File: config.mk
export PLATFORM = sky130hd
export DESIGN_NAME = stream_prefetch_buf
export DESIGN_NICKNAME = d
export VERILOG_FILES = /design/src/rtl/stream_prefetch_buf.sv
export SDC_FILE = /design/constraint.sdc
export NUM_CORES = 2
export LEC_CHECK = 0
export BUFFER_PORTS_ARGS = -buffer_cell sky130_fd_sc_hd__buf_2
export CORE_AREA = 3 3 434 436
export DETAILED_ROUTE_END_ITERATION = 8
export DIE_AREA = 0 0 437 439
export PLACE_DENSITY = 0.75
export SYNTH_ARGS = -nofsm -noshare
export SYNTH_HDL_FRONTEND = slang
export SYNTH_SLANG_ARGS = --single-unit
File: constraint.sdc
create_clock -name clk -period 76.7 [get_ports clk]
set_input_delay 7.67 -clock clk [delete_from_list [all_inputs] [get_ports clk]]
set_output_delay 7.67 -clock clk [all_outputs]
set_load 0.005 [all_outputs]
File: src/rtl/stream_prefetch_buf.sv
module stream_prefetch_buf #(
  parameter int DEPTH      = 4,
  parameter int LINE_BYTES = 64,
  parameter int ADDR_W     = 32,
  localparam int LINE_W    = ADDR_W - $clog2(LINE_BYTES),
  localparam int DATA_W    = LINE_BYTES * 8
) (
  input  logic              clk,
  input  logic              rst_n,
  input  logic              lk_valid,
  input  logic              lk_miss,
  input  logic [LINE_W-1:0] lk_line,
  output logic              pf_hit,
  output logic              pf_stall,
  output logic [DATA_W-1:0] pf_data,
  output logic              req_valid,
  input  logic              req_ready,
  output logic [LINE_W-1:0] req_line,
  input  logic              fill_valid,
  input  logic [LINE_W-1:0] fill_line,
  input  logic [DATA_W-1:0] fill_data
);
  localparam int PTR_W = (DEPTH > 1) ? $clog2(DEPTH) : 1;

  logic              live;
  logic [PTR_W-1:0]  hd, pick;
  logic [LINE_W-1:0] nxt;
  logic [LINE_W-1:0] ln  [DEPTH];
  logic [DATA_W-1:0] dat [DEPTH];
  logic [DEPTH-1:0]  iss, rdy, fhit;

  function automatic logic [PTR_W-1:0] slot(input logic [PTR_W-1:0] base, input int k);
    int s;
    s = int'(base) + k;
    if (s >= DEPTH) s = s - DEPTH;
    return PTR_W'(s);
  endfunction

  wire is_miss = lk_valid & lk_miss;
  wire head_eq = live & (ln[hd] == lk_line);
  wire restart = is_miss & ~head_eq;
  assign pf_hit   = is_miss & head_eq & rdy[hd];
  assign pf_stall = is_miss & head_eq & ~rdy[hd];
  assign pf_data  = dat[hd];
  assign req_line = ln[pick];

  always_comb begin
    req_valid = 1'b0;
    pick      = hd;
    for (int k = DEPTH - 1; k >= 0; k--) begin
      if (live && !iss[slot(hd, k)]) begin
        req_valid = 1'b1;
        pick      = slot(hd, k);
      end
    end
  end

  always_comb begin
    for (int i = 0; i < DEPTH; i++)
      fhit[i] = fill_valid & live & iss[i] & ~rdy[i] & (ln[i] == fill_line);
  end

  always_ff @(posedge clk) begin
    if (!rst_n) begin
      live <= 1'b0;
      hd   <= '0;
      nxt  <= '0;
      iss  <= '0;
      rdy  <= '0;
      for (int i = 0; i < DEPTH; i++) ln[i] <= '0;
    end else if (restart) begin
      live <= 1'b1;
      hd   <= '0;
      iss  <= '0;
      rdy  <= '0;
      nxt  <= lk_line + LINE_W'(DEPTH + 1);
      for (int i = 0; i < DEPTH; i++) ln[i] <= lk_line + LINE_W'(i + 1);
    end else begin
      if (req_valid && req_ready) iss[pick] <= 1'b1;
      rdy <= rdy | fhit;
      if (pf_hit) begin
        ln[hd]  <= nxt;
        iss[hd] <= 1'b0;
        rdy[hd] <= 1'b0;
        nxt     <= nxt + LINE_W'(1);
        hd      <= slot(hd, 1);
      end
    end
  end

  always_ff @(posedge clk) begin
    for (int i = 0; i < DEPTH; i++)
      if (fhit[i] && !restart) dat[i] <= fill_data;
  end

  logic              seq_ok;
  logic [LINE_W-1:0] last_acc;
  always_ff @(posedge clk) begin
    if (!rst_n) begin
      seq_ok   <= 1'b0;
      last_acc <= '0;
    end else if (restart) begin
      seq_ok   <= 1'b1;
      last_acc <= lk_line;
    end else if (req_valid && req_ready) begin
      last_acc <= req_line;
    end
  end

  a_r1_quiet_until_stream: assert property (@(posedge clk) disable iff (!rst_n)
    !seq_ok |-> !req_valid && !pf_hit && !pf_stall);
  a_r2_ascending_requests: assert property (@(posedge clk) disable iff (!rst_n)
    (req_valid && req_ready && seq_ok) |-> req_line == last_acc + LINE_W'(1));
  a_r3_request_held: assert property (@(posedge clk) disable iff (!rst_n)
    (req_valid && !req_ready && !restart) |=> req_valid && $stable(req_line));
  a_r5_stall_not_hit: assert property (@(posedge clk) disable iff (!rst_n)
    pf_stall |-> !pf_hit);
  a_r6_hit_requests_next: assert property (@(posedge clk) disable iff (!rst_n)
    pf_hit |=> req_valid);
endmodule

==> results.ini <==
[synth]
ys_seq_area_frac=0.769
netlist_area_sq_um=85100
synth_top_area_frac=0.760
synth_top_cell_by_area=edfxtp_1
synth_ff_type=edfxtp_1
async_reset_ff_frac=0
synth_edf_count=2152
yosysUniqueCellTypes=62
syn_area_per_cell_sq_um=21.4
ys_top_cells_by_area=edfxtp_1 76%, mux4_2 14%, xnor2_1 1.3%, xor2_1 1.3%, mux2i_1 1.2%
ys_warn_count=0
synthCells=3980
ys_seq_elements=2191
syn_nets=4562

[min_path]
hp-class=register to register
hold_end=rdy[2]
min_from=rdy[2]
whs_path_depth=2

[die]
start_util=0.460
die_x_um=437
dieArea_sq_um=192000
io_pins=1111
die_h_um=439
core_sq_um=185000
rows=158

[critical_path]
r2r.worst_path.cells=13
crit_top_cell=buf_2
critical_path.cell_chain=buf_2, nor2b_1, mux2_2, o21ai_0, or4_1, nor4_2, buf_4, buf_2
critPathRequiredTime_ns=69.03
r2r_slack_ns=67.89
crit_path_max_fanout=17
critical_path_arrival_ns=10.37
critPathKind=input pin to output pin
end_kind=output pin
max_stage_delay_ns=0.74
r2r_end=dat[1][258]
cp_slowest_cell=nor4_2
worstSetupStartpointType=input pin

[run]
maxCapViolCount=0

[routing]
vias_per_cell=5.73
drc=0
vias=45294
antenna_violating_nets_post_route=0
wl_um=238000
wl_per_cell_um=30.1
drt-initial-drc-count=4511
first_pass_iters=5

[place]
io_buffer_count=1110
finalWeightedCongestion=0.973
dpl.hpwl_um=162000
dp.cells=7416

[clocking]
cts_hold_repair.buffers=0
worstSkewPairLatency_ns=0.86
cts_sinks=2191
clk_pin_slew_ns=0.06
cts_buffer_depth=3
cts-buffers-inserted=213
cts_tree=done
post_cts_buffers=0
h-tree-depth=4
cts_root_buf=clkbuf_16
post_cts_resized=0

[layout]
final_util=0.544
layout.cells.non_filler=7909
fillers=13968
area_growth_pct=18.3
drive_gt1_frac=0.383
fin_nets=5733

[sta]
fin_skew_ns=0.0576
finalMaxSlewViolations=0
fin_crit_sh=0.235
fin_tns_setup_ns=0
max-slew-margin-rel=0.236
finalHoldViolCount=0
rsz0062_at_grt=no
worst_slew_pin_slew_ns=1.15
clock.fmax_mhz=55.4
setup_viol=0
timing.hold.ws_ns=0.497
period_minus_slack_ns=18.04

[global_routing]
grt_max_degree=135
met2_usage=0.390
gr-usage-met3=0.0799
top_usage_layer=met2
grt_pass1_wl_um=338000
grtUsageMet1=0.293
grt_use_total=0.246
grt_pass1_vias=46026
grt-ovfl-total=0
grt_antenna_before_repair=165

[power_and_ir_drop]
ir_worst_vdd_v=0.0000297
p_leak_nw=32.6
power.density_nw_per_um2=24.1

[run_status]
status=finished, final reports clean

[logic make-up after synthesis]
logic type | count (synthesis) | synth area share
compound gates | 212 | 0.0146
flops | 2191 | 0.769
fa+ha+maj | 12 | 0.00177
buf+inv | 248 | 0.0117
xor+xnor | 259 | 0.0267
simple gates | 418 | 0.0232
mux | 640 | 0.153
[cell type report]
class                           count  area [sq um]  area share
Antenna cell                       96           240     0.00239
Clock buffer                      242          5480      0.0545
Clock inverter                    155          1460      0.0145
Inverter                           28           105     0.00104
Multi-Input combinational cell   1541         18700       0.186
Sequential cell                  2191         65400       0.650
Tap cell                         2480          3100      0.0308
Timing Repair Buffer             1176          6130      0.0609
[worst max path at each step]
stage	slack (ns)	start	endpoint	cells past startpoint
after floorplan	44.16	lk_line[9]	dat[0][0]	10
after global placement	58.67	lk_line[5]	pf_hit	8
after detailed placement	58.72	lk_line[5]	pf_stall	9
after CTS	58.71	lk_line[5]	pf_hit	8
after global routing	58.59	lk_line[5]	pf_hit	8
final	58.66	lk_line[5]	pf_hit	8
[layout by cell type, fill, tap and decap left out, types with 8 or more instances in the layout]
cell	Yosys	layout
ha_1	12	12
nand2_1	177	177
nor3_1	12	12
mux4_2	527	527
xnor2_1	130	130
o21ai_0	127	127
mux2i_1	104	104
inv_1	27	27
buf_2	21	1110
nor4_1	33	32
clkinv_2	0	48
clkinvlp_4	0	8
clkbuf_1	92	27
clkinv_1	1	61
a21oi_1	31	31
a21o_1	9	9
nand3_1	25	24
diode_2	0	96
inv_6	0	8
bufinv_16	0	21
clkbuf_16	0	215
mux2_2	9	9
xor2_1	129	129
buf_4	7	60
dfxtp_1	39	37
nand4_1	32	32
edfxtp_1	2152	2152
and3_1	21	21
nor2_1	79	75
[power breakdown]
part	total (W)	internal, W	switching (W)
combinational	0.0000624	0.0000233	0.0000390
clock	0.00103	0.000585	0.000446
sequential	0.00133	0.00132	0.00000832
total	0.00242	0.00193	0.000493
[cell usage after synthesis, types with 3 or more instances]
cell         n
a211oi_1     5
a21o_1       9
a21oi_1     31
a221oi_1     7
a22o_1       4
a31oi_1      4
and2_1       6
and3_1      21
and4_1       6
buf_1       98
buf_2       21
buf_4        7
clkbuf_1    92
dfxtp_1     39
edfxtp_1  2152
ha_1        12
inv_1       27
mux2_2       9
mux2i_1    104
mux4_2     527
nand2_1    177
nand2b_1     3
nand3_1     25
nand4_1     32
nor2_1      79
nor2b_1      6
nor3_1      12
nor4_1      33
nor4b_1      3
o21ai_0    127
or2_2        3
or4_1        3
xnor2_1    130
xor2_1     129
[sequential cells by signal (all words and copies together) (netlist names), named ones only]
signal  flops
iss         4
ln        104
rdy         4
nxt        26
dat      2048
hd          2
live        1
[per-layer routing]
metal  share of wire  up-vias  routed length, um
met5          0.0016        -                370
met4           0.060       56              14400
met3           0.094      623              22400
met2            0.49     2380             118000
met1            0.35    23378              83200
li1                -    18857                  -
[worst max-delay path, delay by kind of cell]
family | cells | cell delay [ns]
AND/OR/NAND/NOR | 3 | 1.47
buffers and inverters | 3 | 0.93
multiplexers | 1 | 0.15
AO/OA/AOI/OAI | 1 | 0.10
[through the flow]
stage | total power [W] | cell area, sq um | worst slack [ns]
2_1_floorplan | 0.00137 | 85100 | 44.16
3_3_place_gp | 0.00141 | 93500 | 58.67
3_5_place_dp | 0.00141 | 93500 | 58.72
4_1_cts | 0.00244 | 100000 | 58.71
5_1_grt | 0.00249 | 101000 | 58.59
6_report | 0.00242 | 101000 | 58.66
(Power assumes the default switching activity.)
